$ cat src/rtl/seu_tst_pkg.sv
package seu_tst_pkg;

   typedef enum logic [2:0] {
      ST_IDLE   = 3'd0,
      ST_LOAD   = 3'd1,
      ST_HOLD   = 3'd2,
      ST_UNLOAD = 3'd3,
      ST_STREAM = 3'd4
   } tst_state_e;

   // pattern codes
   localparam logic [1:0] PAT_ALT10 = 2'b00;
   localparam logic [1:0] PAT_ZERO  = 2'b01;
   localparam logic [1:0] PAT_ONE   = 2'b10;
   localparam logic [1:0] PAT_ALT01 = 2'b11;

   function automatic logic pat_bit(input logic [1:0] sel, input logic idx_odd);
      logic b;
      case (sel)
         PAT_ALT10: b = ~idx_odd;
         PAT_ZERO:  b = 1'b0;
         PAT_ONE:   b = 1'b1;
         default:   b = idx_odd;
      endcase
      return b;
   endfunction

endpackage

$ cat src/rtl/seu_tick_div.sv
module seu_tick_div #(
   parameter int DIV_W = 8
) (
   input  logic             clk,
   input  logic             rst_n,
   input  logic             en,
   input  logic [DIV_W-1:0] half,
   output logic             tick_lo,
   output logic             tick_hi
);
   logic [DIV_W-1:0] half_eff;
   logic [DIV_W:0]   cnt;
   logic [DIV_W:0]   wrap_at;

   // a zero half period is taken as one
   assign half_eff = (half == '0) ? DIV_W'(1) : half;
   assign wrap_at  = {half_eff, 1'b0} - (DIV_W+1)'(1);

   always_ff @(posedge clk or negedge rst_n) begin
      if (!rst_n)              cnt <= '0;
      else if (!en)            cnt <= '0;
      else if (cnt == wrap_at) cnt <= '0;
      else                     cnt <= cnt + (DIV_W+1)'(1);
   end

   assign tick_lo = en && (cnt == '0);
   assign tick_hi = en && (cnt == {1'b0, half_eff});
endmodule

$ cat src/rtl/seu_err_log.sv
module seu_err_log #(
   parameter int ERR_W     = 32,
   parameter int LOG_DEPTH = 16,
   parameter int POS_W     = 24,
   parameter int IDX_W     = 4,
   parameter int FILL_W    = 5
) (
   input  logic              clk,
   input  logic              rst_n,
   input  logic              clear,
   input  logic              hit,
   input  logic [POS_W-1:0]  hit_pos,
   input  logic [IDX_W-1:0]  rd_idx,
   output logic [ERR_W-1:0]  err_count,
   output logic [POS_W-1:0]  rd_pos,
   output logic [FILL_W-1:0] fill
);
   // saturating mismatch counter
   always_ff @(posedge clk or negedge rst_n) begin
      if (!rst_n)                       err_count <= '0;
      else if (clear)                   err_count <= '0;
      else if (hit && err_count != '1)  err_count <= err_count + ERR_W'(1);
   end

   generate
      if (LOG_DEPTH > 0) begin : g_log
         logic [POS_W-1:0]  mem [LOG_DEPTH];
         logic [FILL_W-1:0] cnt;
         logic              wr;

         assign wr = hit && !clear && (cnt < FILL_W'(LOG_DEPTH));

         always_ff @(posedge clk or negedge rst_n) begin
            if (!rst_n)     cnt <= '0;
            else if (clear) cnt <= '0;
            else if (wr)    cnt <= cnt + FILL_W'(1);
         end

         always_ff @(posedge clk) begin
            if (wr) mem[cnt[IDX_W-1:0]] <= hit_pos;
         end

         assign rd_pos = ({1'b0, rd_idx} < (IDX_W+1)'(LOG_DEPTH)) ? mem[rd_idx] : '0;
         assign fill   = cnt;
      end else begin : g_nolog
         assign rd_pos = '0;
         assign fill   = '0;
      end
   endgenerate
endmodule

$ cat src/rtl/seu_chain_tester.sv
module seu_chain_tester
   import seu_tst_pkg::*;
#(
   parameter int MAX_LEN   = 2048,
   parameter int DIV_W     = 8,
   parameter int HOLD_W    = 24,
   parameter int PASS_W    = 8,
   parameter int RUN_W     = 24,
   parameter int ERR_W     = 32,
   parameter int LOG_DEPTH = 16,
   localparam int LEN_W    = $clog2(MAX_LEN + 1),
   localparam int POS_W    = (RUN_W > LEN_W) ? RUN_W : LEN_W,
   localparam int IDX_W    = (LOG_DEPTH > 1) ? $clog2(LOG_DEPTH) : 1,
   localparam int FILL_W   = $clog2(LOG_DEPTH + 1)
) (
   input  logic              clk,
   input  logic              rst_n,
   input  logic              start,
   input  logic              mode_stream,
   input  logic              chain_dynamic,
   input  logic [1:0]        pat_sel,
   input  logic [LEN_W-1:0]  chain_len,
   input  logic [DIV_W-1:0]  div_half,
   input  logic [HOLD_W-1:0] hold_cycles,
   input  logic [PASS_W-1:0] store_passes,
   input  logic [RUN_W-1:0]  stream_shifts,
   input  logic              chain_sdo,
   output logic              chain_sdi,
   output logic              chain_sclk,
   output logic              busy,
   output logic              done,
   output logic              rejected,
   output logic [ERR_W-1:0]  err_count,
   output logic [PASS_W-1:0] pass_count,
   input  logic [IDX_W-1:0]  log_rd_idx,
   output logic [POS_W-1:0]  log_rd_pos,
   output logic [FILL_W-1:0] log_fill
);
   generate
      if (MAX_LEN < 2)   begin : g_chk_len  $error("MAX_LEN must be at least 2");   end
      if (DIV_W < 1)     begin : g_chk_div  $error("DIV_W must be positive");       end
      if (ERR_W < 2)     begin : g_chk_err  $error("ERR_W must be at least 2");     end
      if (LOG_DEPTH < 0) begin : g_chk_log  $error("LOG_DEPTH cannot be negative"); end
   endgenerate

   tst_state_e        state;
   logic [POS_W-1:0]  slot;
   logic [HOLD_W-1:0] hold_cnt;
   logic [PASS_W-1:0] pass_cnt;

   logic              r_stream;
   logic [1:0]        r_pat;
   logic [LEN_W-1:0]  r_len;
   logic [DIV_W-1:0]  r_half;
   logic [HOLD_W-1:0] r_hold;
   logic [PASS_W-1:0] r_passes;
   logic [RUN_W-1:0]  r_shifts;

   logic              bad_req, go;
   logic              tick_en, tick_lo, tick_hi;
   logic [POS_W-1:0]  len_ext, limit, hit_pos;
   logic              slot_end, cmp_en, exp_bit, drive_bit, hit, last_pass;

   // request screening
   assign bad_req = (chain_len == '0) || (chain_len > LEN_W'(MAX_LEN)) ||
                    (!mode_stream && chain_dynamic);
   assign go      = (state == ST_IDLE) && start && !bad_req;

   assign len_ext  = POS_W'(r_len);
   assign limit    = r_stream ? POS_W'(r_shifts) : len_ext;
   assign slot_end = (slot == limit);
   assign tick_en  = (state == ST_LOAD) || (state == ST_UNLOAD) || (state == ST_STREAM);

   // comparison: store compares every unload slot, stream skips fill
   assign cmp_en    = tick_lo && !slot_end &&
                      ((state == ST_UNLOAD) || ((state == ST_STREAM) && (slot >= len_ext)));
   assign exp_bit   = pat_bit(r_pat, (state == ST_STREAM) ? (slot[0] ^ r_len[0]) : slot[0]);
   assign hit       = cmp_en && (chain_sdo != exp_bit);
   assign hit_pos   = (state == ST_STREAM) ? (slot - len_ext) : slot;
   assign drive_bit = (state == ST_UNLOAD) ? 1'b0 : pat_bit(r_pat, slot[0]);
   assign last_pass = ({1'b0, pass_cnt} + (PASS_W+1)'(1)) >= {1'b0, r_passes};

   seu_tick_div #(.DIV_W(DIV_W)) u_div (
      .clk     (clk),
      .rst_n   (rst_n),
      .en      (tick_en),
      .half    (r_half),
      .tick_lo (tick_lo),
      .tick_hi (tick_hi)
   );

   seu_err_log #(
      .ERR_W(ERR_W), .LOG_DEPTH(LOG_DEPTH), .POS_W(POS_W), .IDX_W(IDX_W), .FILL_W(FILL_W)
   ) u_log (
      .clk       (clk),
      .rst_n     (rst_n),
      .clear     (go),
      .hit       (hit),
      .hit_pos   (hit_pos),
      .rd_idx    (log_rd_idx),
      .err_count (err_count),
      .rd_pos    (log_rd_pos),
      .fill      (log_fill)
   );

   always_ff @(posedge clk or negedge rst_n) begin
      if (!rst_n) begin
         state      <= ST_IDLE;
         slot       <= '0;
         hold_cnt   <= '0;
         pass_cnt   <= '0;
         chain_sclk <= 1'b0;
         chain_sdi  <= 1'b0;
         busy       <= 1'b0;
         done       <= 1'b0;
         rejected   <= 1'b0;
         r_stream   <= 1'b0;
         r_pat      <= '0;
         r_len      <= '0;
         r_half     <= '0;
         r_hold     <= '0;
         r_passes   <= '0;
         r_shifts   <= '0;
      end else begin
         case (state)
            ST_IDLE: begin
               if (start) begin
                  if (bad_req) begin
                     rejected <= 1'b1;
                     done     <= 1'b0;
                  end else begin
                     r_stream <= mode_stream;
                     r_pat    <= pat_sel;
                     r_len    <= chain_len;
                     r_half   <= div_half;
                     r_hold   <= hold_cycles;
                     r_passes <= store_passes;
                     r_shifts <= stream_shifts;
                     busy     <= 1'b1;
                     done     <= 1'b0;
                     rejected <= 1'b0;
                     slot     <= '0;
                     pass_cnt <= '0;
                     state    <= mode_stream ? ST_STREAM : ST_LOAD;
                  end
               end
            end
            ST_HOLD: begin
               // clock parked low for hold_cycles+1 cycles
               if (hold_cnt == r_hold) begin
                  slot  <= '0;
                  state <= ST_UNLOAD;
               end else begin
                  hold_cnt <= hold_cnt + HOLD_W'(1);
               end
            end
            default: begin
               if (tick_lo) begin
                  chain_sclk <= 1'b0;
                  if (!slot_end) begin
                     chain_sdi <= drive_bit;
                  end else begin
                     case (state)
                        ST_LOAD: begin
                           hold_cnt <= '0;
                           state    <= ST_HOLD;
                        end
                        ST_UNLOAD: begin
                           pass_cnt <= pass_cnt + PASS_W'(1);
                           if (last_pass) begin
                              busy  <= 1'b0;
                              done  <= 1'b1;
                              state <= ST_IDLE;
                           end else begin
                              // next pass: the first bit is put out now,
                              // as the divider does not restart
                              slot      <= '0;
                              chain_sdi <= pat_bit(r_pat, 1'b0);
                              state     <= ST_LOAD;
                           end
                        end
                        default: begin
                           busy  <= 1'b0;
                           done  <= 1'b1;
                           state <= ST_IDLE;
                        end
                     endcase
                  end
               end else if (tick_hi) begin
                  chain_sclk <= 1'b1;
                  slot       <= slot + POS_W'(1);
               end
            end
         endcase
      end
   end

   assign pass_count = pass_cnt;
endmodule

$ cat config.mk
export PLATFORM = sky130hd
export DESIGN_NAME = seu_chain_tester
export DESIGN_NICKNAME = d
export VERILOG_FILES = /design/src/rtl/seu_tst_pkg.sv /design/src/rtl/seu_tick_div.sv /design/src/rtl/seu_err_log.sv /design/src/rtl/seu_chain_tester.sv
export SDC_FILE = /design/constraint.sdc
export NUM_CORES = 1
export LEC_CHECK = 0
export BUFFER_PORTS_ARGS = -buffer_cell sky130_fd_sc_hd__clkbuf_2
export CORE_MARGIN = 2
export CORE_UTILIZATION = 37
export CTS_BUF_LIST = sky130_fd_sc_hd__clkbuf_8 sky130_fd_sc_hd__clkbuf_16
export CTS_CLUSTER_SIZE = 25
export DETAILED_ROUTE_END_ITERATION = 16
export PLACE_DENSITY = 0.54
export SETUP_SLACK_MARGIN = 0.5
export SYNTH_ARGS = -nofsm -noshare
export SYNTH_HDL_FRONTEND = slang
export SYNTH_SLANG_ARGS = --single-unit
export TNS_END_PERCENT = 5
$ cat constraint.sdc
create_clock -name clk -period 9.7 [get_ports clk]
set_input_delay 1.94 -clock clk [delete_from_list [all_inputs] [get_ports clk]]
set_output_delay 1.94 -clock clk [all_outputs]
set_load 0.1 [all_outputs]
==> results by group, run 1 <==
STA
  • Final setup TNS: 0 ps
  • Final slew viol count: 0
  • Time the worst path needs with I/O delays and setup: 6760 ps
  • Worst setup margin: 2940 ps
  • RSZ-0062 raised after global routing: no
  • Final setup vio count: 0
  • Max Fclk: 148 MHz
  • Worst slew pin tran: 1250 ps
  • Fin. Hold Viols: 0
  • Clock Skew: 20.9 ps
  • Final Cycle Share: 0.696
  • Slew HR: 0.161

Synth
  • Syn Area/Cell: 13.4 um2
  • Yosys top cell by area: edfxtp_1
  • Share of the synthesized area in the top cell type: 0.443
  • Post-Syn Nets: 2,056
  • Post-synth cell types: 71
  • Synthesized flop and latch total: 573
  • Top cells by area, synth: edfxtp_1, dfrtp_1, mux4_2
  • Prevailing post-synth register cell: edfxtp_1
  • Post-synth EDFFs: 384
  • Seq/Total Area, Yosys: 0.625
  • Post-Syn Area: 26,000 um2
  • Synthesis Warnings: 0
  • Asr flop ratio synth: 0.330
  • Syn Inst Count: 1,936

Floorplan
  • Die Y: 269 um
  • Core area: 69,800 um2
  • DIE AREA: 72,500 um2
  • Row cnt: 97
  • Top Ports: 162
  • Starting Density: 0.373
  • Chip width: 269 um

Finish
  • Nets: 2,218
  • Layout area overhead: 15.5%
  • Share of cells above drive strength 1: 0.207
  • Fill count: 6,429
  • Register area: 16,300 um2
  • Commonest non-fill, non-tap cell in the layout: edfxtp_1
  • Commonest cells after routing, fill and taps aside: edfxtp_1, nand2_1, dfrtp_1, clkbuf_2, mux4_2
  • Multi-input gate area in the final layout: 9180 um2

Route
  • Final WL: 65.5 mm
  • Drc violations: 0
  • Final antenna-violating net count: 0
  • Via count: 16,500
  • Via density: 5.34
  • Iteration-0 DRC Markers: 1,268
  • Total iterations of the first detailed-routing run: 5
  • WL per Instance: 21.2 um

Power and ir drop
  • Pwr Density: 170 nW/um2
  • Worst VDD drop: 0.107 mV
  • Leakage: 11.1 nW

Worst setup path
  • CP max FO: 75
  • Crit start category: input pin
  • Critical path class: input pin to primary output
  • RR Startpoint: r_stream
  • Arrival time at the worst endpoint: 4820 ps
  • Critical path startpoint: log_rd_idx[0]
  • CP required: 7760 ps
  • Crit end category: primary output

Flow run
  • # Max-Cap Violations: 0

GRT
  • Global-route usage over all layers: 0.180
  • Total gr overflow: 0
  • First-pass GRT wire length: 101 mm
  • Largest net degree at the start of global routing: 88
  • Vias in the first global route: 16,700
  • Initial antenna violation count: 6

Clock tree
  • Clock Pin Slew Worst Setup and Hold Paths: 50 ps
  • Htree depth: 3
  • Root Driver: clkbuf_16
  • Maximum clock insertion buffer count: 3
  • Cts bufs inserted: 67
  • Post_cts resized: 0
  • Post-CTS Setup Inserts: 0
  • Clk sinks: 573
  • Worst skew pair latency: 590 ps
  • CTS tree: built
  • # hold bufs at CTS: 0

Placed design
  • Pre-CTS setup slack: 2830 ps
  • Final HPWL DP: 39.8 mm
  • IO buf count: 161
  • Placer congestion estimate: 0.833

Worst hold path
  • Class of the worst hold path: flop to flop
  • Hold wc startpoint: r_shifts[2]

Status
  • Status: finished, final reports clean
[critical path, stage by stage]
cell and delay (ps):
buf_6 780, buf_4 550, mux4_2 570, mux4_2 530, clkbuf_2 400
[kinds of logic (layout without fill, tap and decap cells)]
family                   Yosys count  count (layout)  share of synthesized area
adder cells (fa/ha/maj)           32              32                     0.0157
AND/OR/NAND/NOR                  666             666                      0.125
AO/OA/AOI/OAI                    256             256                     0.0619
multiplexers                     152             152                      0.116
flip-flops                       573             573                      0.625
other                              0               2                          0
buffers and inverters            162             371                     0.0247
XOR/XNOR                          95              95                     0.0320
[flip-flops by register name (all words and copies together), names as in the netlist]
register         cells
slot                24
r_len               12
r_shifts            24
done                 1
chain_sclk           1
pass_count           8
state                3
hold_cnt            24
busy                 1
u_div.cnt            9
r_passes             8
chain_sdi            1
r_half               8
r_stream             1
u_log.g_log.mem    384
rejected             1
r_pat                2
u_log.fill           5
r_hold              24
u_log.err_count     32
[cells in the mapped netlist (20+ instances only)]
master	count
a31oi_1	31
nand3_1	51
o21ai_0	79
clkbuf_1	80
o211ai_1	27
and3_1	20
edfxtp_1	384
nor3_1	29
nand4_1	33
nand2b_1	23
mux2i_1	30
inv_1	49
nand2_1	323
xor2_1	39
a21oi_1	54
ha_1	31
or4_1	35
dfrtp_1	189
mux4_2	120
xnor2_1	56
nor4_1	21
nor2_1	67
[routing by layer]
layer / global-route usage / up-vias / wire length (um)
li1: - / 7622 / -
met1: 0.242 / 8402 / 28700
met2: 0.297 / 365 / 32000
met3: 0.0349 / 99 / 3230
met4: 0.0523 / 6 / 1530
met5: 0 / - / 40
[report_power, final]
part / total [W] / switching [W] / internal, W
clock: 0.00241 / 0.000992 / 0.00141
combinational: 0.000110 / 0.0000700 / 0.0000400
sequential: 0.00259 / 0.000000715 / 0.00259
total: 0.00510 / 0.00106 / 0.00404
[final timing paths]
path | slack (ps) | to | depth (start not counted)
setup / recovery | 2940 | log_rd_pos[1] | 5
hold / removal | 470 | r_shifts[2] | 2
setup reg to reg | 5320 | slot[21] | 8
hold reg to reg | 470 | r_shifts[2] | 2
max in group asynchronous | 7040 | u_log.err_count[17] | 2
min in group asynchronous | 1320 | hold_cnt[13] | 1
[metrics by stage]
| stage | hold WS, ps | power, W | util | std cells | cell area [um2] |
|---|---|---|---|---|---|
| final | 475 | 0.00510 | 0.431 | 3087 | 30100 |
| after global routing | 505 | 0.00528 | 0.431 | 3087 | 30100 |
| after CTS | 483 | 0.00518 | 0.431 | 3085 | 30100 |
| after detailed placement | 470 | 0.00275 | 0.401 | 2969 | 28000 |
| after global placement | 466 | 0.00275 | 0.401 | 2969 | 28000 |
| after floorplan | 445 | 0.00270 | - | 1936 | 26000 |
[area by class of cell]
cell class / count / area share
Clock buffer: 72 / 0.0584
Multi-Input combinational cell: 1201 / 0.305
Inverter: 49 / 0.00612
Clock inverter: 44 / 0.0111
Sequential cell: 573 / 0.541
Antenna cell: 2 / 0.000166
Timing Repair Buffer: 206 / 0.0386
Tap cell: 940 / 0.0391
(Power assumes the default switching activity.)
==> inputs of run 2 (changes only) <==
- clock period: 9.7 -> 6.7 ns (I/O delays scaled with it)
==> run 2 against run 1 <==
Wire length is 1.7% lower. Largest cell class unchanged. Final cell count is 0.16% higher. Clock-buffer cell count is 1 higher. Worst setup slack worse by 1300 ps. Largest power group unchanged.
==> results by group, run 2 (synthesis results as in run 1) <==
Worst setup path
  • CP dominant cell by count: mux4_2
  • Slowest cell on the critical path: mux4_2
  • Crit end category: primary output
  • Reg2Reg Setup Slack: 2050 ps (-3270 ps)
  • CP max FO: 44 (-41%)
  • Worst path cell trace: buf_6 > buf_12 > mux4_2 > mux4_2 > clkbuf_2
  • Worst R2R End: u_log.g_log.mem[13][1]
  • Crit-path leading delay family: buffers and inverters
  • Critical path class: input pin to primary output
  • RR Startpoint: slot[0]
  • Crit start category: input pin
  • Critical Path Max Stage Delay: 550 ps (-230 ps)
  • CP required: 5360 ps (-2400 ps)
  • R2R depth: 11 (+3)
  • CP bufs+invs: 3 (unchanged)
  • Arrival time at the worst endpoint: 3690 ps (-1130 ps)

Clock tree
  • Clk sinks: 573 (unchanged)
  • Root Driver: clkbuf_16
  • Post_cts resized: 0 (unchanged)
  • # hold bufs at CTS: 0 (unchanged)
  • Clock Pin Slew Worst Setup and Hold Paths: 50 ps (about the same)
  • Post-CTS Setup Inserts: 0 (unchanged)
  • CTS tree: built
  • Worst skew pair latency: 600 ps (about the same)
  • Cts bufs inserted: 67 (unchanged)
  • Htree depth: 3 (unchanged)
  • Maximum clock insertion buffer count: 3 (unchanged)

Finish
  • Commonest cells after routing, fill and taps aside: edfxtp_1, nand2_1, dfrtp_1, clkbuf_2, mux4_2
  • Nets: 2,215 (-0.14%)
  • Max FFs per register: 384 (unchanged)
  • Layout area overhead: 16.1%
  • Commonest non-fill, non-tap cell in the layout: edfxtp_1
  • Share of cells above drive strength 1: 0.209 (+0.00204)
  • Final instance area: 30,200 um2 (+0.46%)

Flow run
  • # Max-Cap Violations: 0 (unchanged)

STA
  • Final setup vio count: 0 (unchanged)
  • Clock Skew: 22.1 ps (+1.15 ps)
  • Final slew viol count: 0 (unchanged)
  • Final setup TNS: 0 ps (unchanged)
  • Max Fclk: 199 MHz
  • Time the worst path needs with I/O delays and setup: 5030 ps
  • RSZ-0062 raised after global routing: no
  • Fin. Hold Viols: 0 (unchanged)
  • Final Cycle Share: 0.751
  • Slew HR: 0.148 (-0.0129)
  • Worst slew pin tran: 1270 ps (+18.9 ps)

Power and ir drop
  • Pwr Density: 248 nW/um2 (+46%)
  • Leakage: 11.1 nW (+0.36%)
  • Worst VDD drop: 0.160 mV (+51%)

Route
  • Final antenna-violating net count: 0 (unchanged)
  • Via density: 5.37 (+0.46%)
  • Iteration-0 DRC Markers: 1,281 (+1.0%)
  • WL per Instance: 20.8 um (-1.8%)
  • Drc violations: 0 (unchanged)
  • Via count: 16,600 (+0.62%)
  • Final WL: 64.4 mm (-1.7%)
  • Total iterations of the first detailed-routing run: 5 (unchanged)

Worst hold path
  • WHS Endpoint: r_shifts[10]
  • Cell depth of the worst hold path: 2 (unchanged)
  • Class of the worst hold path: flop to flop
  • Hold wc startpoint: r_shifts[10]

Floorplan
  • Core area: 69,800 um2 (unchanged)
  • Row cnt: 97 (unchanged)
  • Top Ports: 162 (unchanged)
  • DIE AREA: 72,500 um2 (unchanged)
  • Starting Density: 0.373 (unchanged)
  • Chip width: 269 um (unchanged)
  • Die Y: 269 um (unchanged)

Placed design
  • IO buf count: 161 (unchanged)
  • Placed cell area: 28,000 um2 (about the same)
  • Final HPWL DP: 39.8 mm (+0.17%)
  • Placer congestion estimate: 0.834 (+0.18%)

GRT
  • First-pass GRT wire length: 101 mm (-0.18%)
  • Vias in the first global route: 17,000 (+1.7%)
  • Global-route usage over all layers: 0.178 (-0.00199)
  • Initial antenna violation count: 6 (unchanged)
  • Largest net degree at the start of global routing: 173 (+97%)
  • Total gr overflow: 0 (unchanged)

Status
  • Status: finished, final reports clean
run 2: cell count changes in the layout (fill, tap and decap cells not counted), sizes merged:
cell / previous run / this run
buf: 47 / 44
bufinv: 4 / 5
clkbuf: 231 / 232
clkinv: 21 / 23
clkinvlp: 1 / 4
diode: 2 / 4
inv: 67 / 66
run 2: worst min-delay path, stage by stage, from the launching register on:
cell and delay (ps):
dfrtp_1 340, nand2_1 50, nand2_1 50
run 2: worst max-delay path by stage:
stage | startpoint | to | slack, ps | depth (start not counted)
after floorplan | slot[0] | u_log.g_log.mem[1][0] | 1310 | 11
after global placement | log_rd_idx[0] | log_rd_pos[15] | 1620 | 5
after detailed placement | log_rd_idx[0] | log_rd_pos[15] | 1600 | 5
after CTS | log_rd_idx[0] | log_rd_pos[15] | 1590 | 5
after global routing | log_rd_idx[0] | log_rd_pos[15] | 1510 | 5
final | log_rd_idx[0] | log_rd_pos[15] | 1670 | 5
run 2: layout make-up:
cell class / count / area (um2)
antenna: 4 / 10.0
clock buffer: 73 / 1770
clock inverter: 49 / 439
fill: 6362 / 39600
inverter: 49 / 184
multi-input combinational: 1201 / 9180
sequential: 573 / 16300
tap: 940 / 1180
timing repair buffer: 203 / 1180
run 2: through the flow:
step | total power (W) | worst slack, ps | util | instances | hold slack [ps]
final | 0.00750 | 1670 | 0.433 | 3092 | 480
after global routing | 0.00775 | 1510 | 0.433 | 3091 | 513
after detailed placement | 0.00398 | 1600 | 0.401 | 2966 | 473
after CTS | 0.00760 | 1590 | 0.433 | 3088 | 485
after global placement | 0.00398 | 1620 | 0.401 | 2966 | 471
after floorplan | 0.00390 | 1310 | - | 1936 | 445
run 2: power breakdown:
group / leakage [nW] / total (W) / internal [W] / switching, W
combinational: 4.42 / 0.000161 / 0.0000601 / 0.000101
sequential: 5.58 / 0.00375 / 0.00374 / 0.00000106
clock: 1.13 / 0.00359 / 0.00212 / 0.00147
total: 11.1 / 0.00750 / 0.00592 / 0.00158
run 2: metal layers:
| layer | wire [um] | track usage |
|---|---|---|
| met1 | 28800 | 0.243 |
| met2 | 31100 | 0.289 |
| met3 | 2900 | 0.0322 |
| met4 | 1590 | 0.0562 |
| met5 | 28 | 0 |
